## src/rtl/flyby_pkg.sv

```systemverilog
package flyby_pkg;
  localparam int unsigned N_RGN   = 3;
  localparam int unsigned RG_SRAM = 0;
  localparam int unsigned RG_WIN  = 1;
  localparam int unsigned RG_NIC  = 2;

  typedef struct packed {
    logic sram_cs;
    logic sram_oe;
    logic sram_we;
    logic nic_cs;
    logic nic_rd;
    logic nic_wr;
  } strobe_t;
endpackage

```

## src/rtl/addr_capture.sv

```systemverilog
module addr_capture #(
  parameter int unsigned LO_W = 8
) (
  input  logic            clk_i,
  input  logic            rst_ni,
  input  logic            ale_i,
  input  logic [LO_W-1:0] ad_lo_i,
  output logic [LO_W-1:0] lo_q_o
);
  always_ff @(posedge clk_i or negedge rst_ni) begin
    if (!rst_ni)    lo_q_o <= '0;
    else if (ale_i) lo_q_o <= ad_lo_i;
  end

  p_lat_hold_r1: assert property (@(posedge clk_i) disable iff (!rst_ni)
    !ale_i |=> $stable(lo_q_o));
endmodule

```

## src/rtl/addr_decode.sv

```systemverilog
module addr_decode #(
  parameter int unsigned ADDR_W = 16,
  parameter int unsigned N      = 3,
  parameter logic [N-1:0][ADDR_W-1:0] BASE = '0,
  parameter logic [N-1:0][ADDR_W-1:0] LAST = '0
) (
  input  logic [ADDR_W-1:0] addr_i,
  output logic [N-1:0]      hit_o
);
  for (genvar g = 0; g < N; g++) begin : g_rgn
    assign hit_o[g] = (addr_i >= BASE[g]) && (addr_i <= LAST[g]);
  end
endmodule

```

## src/rtl/flyby_strobe.sv

```systemverilog
module flyby_strobe
  import flyby_pkg::*;
(
  input  logic [N_RGN-1:0] hit_i,
  input  logic             rd_i,
  input  logic             wr_i,
  input  logic             arm_i,
  output strobe_t          stb_o
);
  logic fly;
  logic sram_acc, nic_acc;

  // only reads convert; a concurrent write blocks conversion
  assign fly      = arm_i & hit_i[RG_WIN] & hit_i[RG_SRAM] & rd_i & ~wr_i;
  assign sram_acc = hit_i[RG_SRAM] & (rd_i | wr_i);
  assign nic_acc  = hit_i[RG_NIC] & (rd_i | wr_i);

  always_comb begin
    stb_o.sram_cs = sram_acc;
    stb_o.sram_oe = hit_i[RG_SRAM] & rd_i & ~fly;
    stb_o.sram_we = (hit_i[RG_SRAM] & wr_i) | fly;
    stb_o.nic_cs  = nic_acc | fly;
    stb_o.nic_rd  = (hit_i[RG_NIC] & rd_i) | fly;
    stb_o.nic_wr  = hit_i[RG_NIC] & wr_i;
  end
endmodule

```

## src/rtl/flyby_glue.sv

```systemverilog
module flyby_glue
  import flyby_pkg::*;
#(
  parameter int unsigned ADDR_W    = 16,
  parameter int unsigned LO_W      = 8,
  parameter logic [ADDR_W-1:0] SRAM_BASE = 16'h1100,
  parameter logic [ADDR_W-1:0] SRAM_LAST = 16'h7FFF,
  parameter logic [ADDR_W-1:0] WIN_BASE  = 16'h4000,
  parameter logic [ADDR_W-1:0] WIN_LAST  = 16'h40FF,
  parameter logic [ADDR_W-1:0] NIC_BASE  = 16'h8300,
  parameter logic [ADDR_W-1:0] NIC_LAST  = 16'h830F
) (
  input  logic                   clk_i,
  input  logic                   rst_ni,
  input  logic [ADDR_W-LO_W-1:0] addr_hi_i,
  input  logic [LO_W-1:0]        ad_lo_i,
  input  logic                   ale_i,
  input  logic                   rd_i,
  input  logic                   wr_i,
  input  logic                   arm_i,
  output logic                   sram_cs_o,
  output logic                   sram_oe_o,
  output logic                   sram_we_o,
  output logic                   nic_cs_o,
  output logic                   nic_rd_o,
  output logic                   nic_wr_o
);
  localparam logic [N_RGN-1:0][ADDR_W-1:0] RG_BASE = {NIC_BASE, WIN_BASE, SRAM_BASE};
  localparam logic [N_RGN-1:0][ADDR_W-1:0] RG_LAST = {NIC_LAST, WIN_LAST, SRAM_LAST};

  logic [LO_W-1:0]   lo_q;
  logic [ADDR_W-1:0] addr;
  logic [N_RGN-1:0]  hit;
  strobe_t           stb;

  addr_capture #(.LO_W(LO_W)) u_cap (
    .clk_i(clk_i), .rst_ni(rst_ni), .ale_i(ale_i), .ad_lo_i(ad_lo_i), .lo_q_o(lo_q)
  );

  assign addr = {addr_hi_i, lo_q};

  addr_decode #(.ADDR_W(ADDR_W), .N(N_RGN), .BASE(RG_BASE), .LAST(RG_LAST)) u_dec (
    .addr_i(addr), .hit_o(hit)
  );

  flyby_strobe u_stb (
    .hit_i(hit), .rd_i(rd_i), .wr_i(wr_i), .arm_i(arm_i), .stb_o(stb)
  );

  assign sram_cs_o = stb.sram_cs;
  assign sram_oe_o = stb.sram_oe;
  assign sram_we_o = stb.sram_we;
  assign nic_cs_o  = stb.nic_cs;
  assign nic_rd_o  = stb.nic_rd;
  assign nic_wr_o  = stb.nic_wr;

  p_no_contention_r5: assert property (@(posedge clk_i) disable iff (!rst_ni)
    sram_oe_o |-> !nic_rd_o);
  p_flyby_pair_r3: assert property (@(posedge clk_i) disable iff (!rst_ni)
    (sram_we_o && rd_i && !wr_i) |-> (nic_rd_o && nic_cs_o && sram_cs_o));
  p_disarmed_plain_r2: assert property (@(posedge clk_i) disable iff (!rst_ni)
    (!arm_i && rd_i && !wr_i) |-> !sram_we_o);
  p_wr_not_converted_r6: assert property (@(posedge clk_i) disable iff (!rst_ni)
    (wr_i && !rd_i) |-> !nic_rd_o && !sram_oe_o);
  p_idle_quiet_r9: assert property (@(posedge clk_i) disable iff (!rst_ni)
    (!rd_i && !wr_i) |-> !(sram_cs_o || sram_we_o || nic_cs_o || nic_rd_o || nic_wr_o));
endmodule

```

## config.mk

```make
export PLATFORM = sky130hd
export DESIGN_NAME = flyby_glue
export DESIGN_NICKNAME = d
export VERILOG_FILES = /design/src/rtl/flyby_pkg.sv /design/src/rtl/addr_capture.sv /design/src/rtl/addr_decode.sv /design/src/rtl/flyby_strobe.sv /design/src/rtl/flyby_glue.sv
export SDC_FILE = /design/constraint.sdc
export NUM_CORES = 1
export LEC_CHECK = 0
export BUFFER_PORTS_ARGS = -buffer_cell sky130_fd_sc_hd__buf_2
export CAP_MARGIN = 0
export CELL_PAD_IN_SITES_DETAIL_PLACEMENT = 0
export CELL_PAD_IN_SITES_GLOBAL_PLACEMENT = 1
export CORE_AREA = 2 2 39 41
export DETAILED_ROUTE_END_ITERATION = 6
export DIE_AREA = 0 0 41 43
export PLACE_DENSITY = 0.85
export SETUP_SLACK_MARGIN = 0.1
export SLEW_MARGIN = 15
export SYNTH_ARGS = -nofsm -noshare
export SYNTH_HDL_FRONTEND = slang
export SYNTH_SLANG_ARGS = --single-unit
export TNS_END_PERCENT = 100
```

## constraint.sdc

```tcl
create_clock -name clk_i -period 1.5 [get_ports clk_i]
set_clock_uncertainty 0.05 [all_clocks]
set_input_delay 0.075 -clock clk_i [delete_from_list [all_inputs] [get_ports clk_i]]
set_output_delay 0.075 -clock clk_i [all_outputs]
set_load 0.005 [all_outputs]
```

==> results by group <==
Finish
  • Biggest register: u_cap.lo_q_o
  • Antenna Cells: 0
  • Top Registers: u_cap.lo_q_o: 4 flops
  • Nets: 77
  • Register Area: 100 um2
  • Area delta synth->final: 59.2%
  • Final std cells w/o fill: 69
  • Multi-input combinational cell area: between 200 and 250 um2
  • Largest register FFs: 4
  • Post-route cell area: 474 um2
  • Share of cells above drive strength 1: 64.2%
  • # fillers: 158
  • Final core occ: 34.3%

Floorplanning
  • Die height: between 40 and 50 um
  • Initial Util: between 20% and 30%
  • Die area: 0.00176 mm2
  • Core area: 0.00138 mm2
  • # IOs: 28
  • Die width: 41 um
  • # rows: 14

Global route
  • First-pass GRT wire length: 1.17 mm
  • Initial antenna violation count: 0
  • Grt total ovfl: 0
  • GRT Util Overall: 9.98%
  • Largest net degree at the start of global routing: 6
  • Vias in the first global route: 319

Routing
  • # DRC: 0
  • Routed WL per cell: 10.4 um
  • Vias per cell: roughly 4.6
  • Routed wire length: just over 700 um
  • DR vias: 318
  • 1st-iter DRT viols: 3
  • TritonRoute pass-1 iters: 2
  • Final ANT Viol Nets: 0

CTS
  • Clk buf depth: 2
  • Worst skew pair latency: around 230 ps
  • Clock sinks: 4
  • CTS clk-pin slew, worst paths: 40 ps
  • TritonCTS buffer count: 3
  • Clk root buf: clkbuf_4
  • TritonCTS clock tree: yes
  • CTS H-tree lvls: 1

Placement
  • Setup slack at placement: 223 ps
  • GP Congestion: 0.619
  • Detail Placement HPWL: 635 um
  • Placed cell areas: 428 um2
  • PortBufs: 23
  • Inst Count DP: 65

Yosys
  • Largest family of logic cells by synthesized area: simple AND/OR/NAND/NOR gates
  • Post-synthesis cell area: 298 um2
  • Synth warnings: 0
  • Synth Area in Compound Gates: 9.24%
  • Mapped Cells: 27
  • Synth Area in XOR/XNOR: 0%
  • Synth Area per Inst: 11.0 um2
  • Post-synth cell types: 18
  • Adder-cell share of the synthesized area: 0%
  • Synth Area in Simple Gates: 40.3%
  • Yosys reg bits: 4
  • Sequential element share of the synthesized area: 33.6%
  • Syn_nets: 49
  • Post-synthesis mux area share: 15.1%

Timing
  • Setup violations, final: 0
  • Worst-Margin Slew: approximately 320 ps
  • Fmax: 686 MHz
  • Worst slew margin: 78.6%
  • Final number of hold-violating endpoints: 0
  • Hold Worst Slack: 26.6 ps
  • Crit share post-route: 97.1%
  • Minimum clock period: 1460 ps
  • Slew Limit Fails: 0
  • Post-route worst setup slack: 43.0 ps
  • Unrepaired setup endpoints after global routing: true

Worst setup path
  • Crit Path Class: reg -> out
  • Kind of start point of the critical path: flop
  • Critical Path Start: u_cap.lo_q_o[7]$_DFFE_PN0P_
  • Critical R2R Capture: u_cap.lo_q_o[7]$_DFFE_PN0P_
  • CP Max Fanout: 2
  • Critical path endpoint: nic_cs_o
  • CP Capture Type: output port
  • R2R setup slack: between 600 and 700 ps
  • FF-to-FF Start: u_cap.lo_q_o[7]$_DFFE_PN0P_
  • CP Data Required Time: 1370 ps
  • R2r worst-path depth: 1
  • Critical Path AT: 1330 ps

Pwr
  • Lkg Pwr: 0.227 nW
  • Peak VDD IR: 0.383 mV
  • Pwr Density: 701 mW/mm2

Outcome
  • Status: finished, final reports clean

Hold path
  • HP Class: in -> reg

Flow run
  • Max Cap Viol: 0
## worst max-delay path, stage by stage (launching register included)
cell	delay, ps
dfrtp_1	400
nor4_4	300
a22oi_2	90
nor3b_1	170
buf_2	140
## per-stage QoR
step | power (mW) | setup TNS, ps
2_1_floorplan | 0.157 | 0
3_3_place_gp | 0.195 | 0
3_5_place_dp | 0.197 | 0
4_1_cts | 0.335 | -8.84
5_1_grt | 0.360 | -125
6_report | 0.332 | 0
## kinds of logic (layout without fill, tap and decap cells)
group,Yosys count,in the layout
flip-flops,4,4
AO/OA/AOI/OAI,4,4
multiplexers,4,4
buffers and inverters,1,27
AND/OR/NAND/NOR,14,14
## cell usage after synthesis
master	count	share of area (%)
nor4_4	1	7.1
a22oi_1	1	2.5
o41ai_1	1	2.9
nor2_1	3	3.8
and4_1	1	2.9
a21oi_1	1	1.7
and3b_1	1	2.9
nor4_2	1	4.2
and4b_1	1	3.4
dfrtp_1	4	34
buf_2	1	1.7
and3_1	1	2.1
nor2b_1	2	4.2
mux2_2	4	15
nor3b_1	1	2.5
and4bb_4	1	5.5
a31oi_1	1	2.1
nand3_1	1	1.7
## worst min-delay path by stage
stage          startpoint  depth (start not counted)  slack (ps)                           to
2_1_floorplan      rst_ni                          0        -270  u_cap.lo_q_o[4]$_DFFE_PN0P_
3_5_place_dp       rst_ni                          1        -170  u_cap.lo_q_o[4]$_DFFE_PN0P_
3_3_place_gp       rst_ni                          1        -170  u_cap.lo_q_o[7]$_DFFE_PN0P_
6_report       ad_lo_i[7]                          2          30  u_cap.lo_q_o[7]$_DFFE_PN0P_
4_1_cts        ad_lo_i[4]                          2          20  u_cap.lo_q_o[4]$_DFFE_PN0P_
5_1_grt        ad_lo_i[4]                          2          20  u_cap.lo_q_o[4]$_DFFE_PN0P_
## power by group
group | total [mW] | switching (mW) | leakage (nW) | internal, mW
clock | 0.130 | 0.0411 | 0.0138 | 0.0893
combinational | 0.0714 | 0.0292 | 0.167 | 0.0422
sequential | 0.131 | 0.0111 | 0.0468 | 0.120
total | 0.332 | 0.0814 | 0.227 | 0.251
## area by class of cell
type | count | share of cell area [%]
multi-input combinational | 22 | 43.5
timing repair buffer | 24 | 26.4
sequential | 4 | 21.1
clock buffer | 3 | 4.75
tap | 16 | 4.22
## layer usage
| layer | wire length, um | vias to the layer above | track usage [%] |
|---|---|---|---|
| met4 | 0 | 0 | 8.00 |
| met5 | 0 | - | 0 |
| met3 | 69 | 0 | 3.14 |
| li1 | - | 161 | - |
| met1 | 256 | 142 | 10.7 |
| met2 | 388 | 15 | 15.0 |
## layout by cell type, fill, tap and decap left out
master	instances
clkbuf_4	3
nor3b_1	1
buf_2	23
and3b_1	1
mux2_2	4
nand3_1	1
o41ai_1	1
and4_1	1
and4bb_4	1
a31oi_1	1
a22oi_2	1
and4b_1	1
nor2_1	3
and3_1	1
dlygate4sd3_1	1
nor2b_1	2
nor4_4	2
a21oi_1	1
dfrtp_1	4
## what timing repair did
action	CTS	global route
setup endpoints to repair	2	3
setup buffers	0	0
hold buffers	1	0
endpoints found under the hold margin	4	0
pin swaps	3	2
gates resized for setup	0	2
Power figures use the tool's default switching activity.
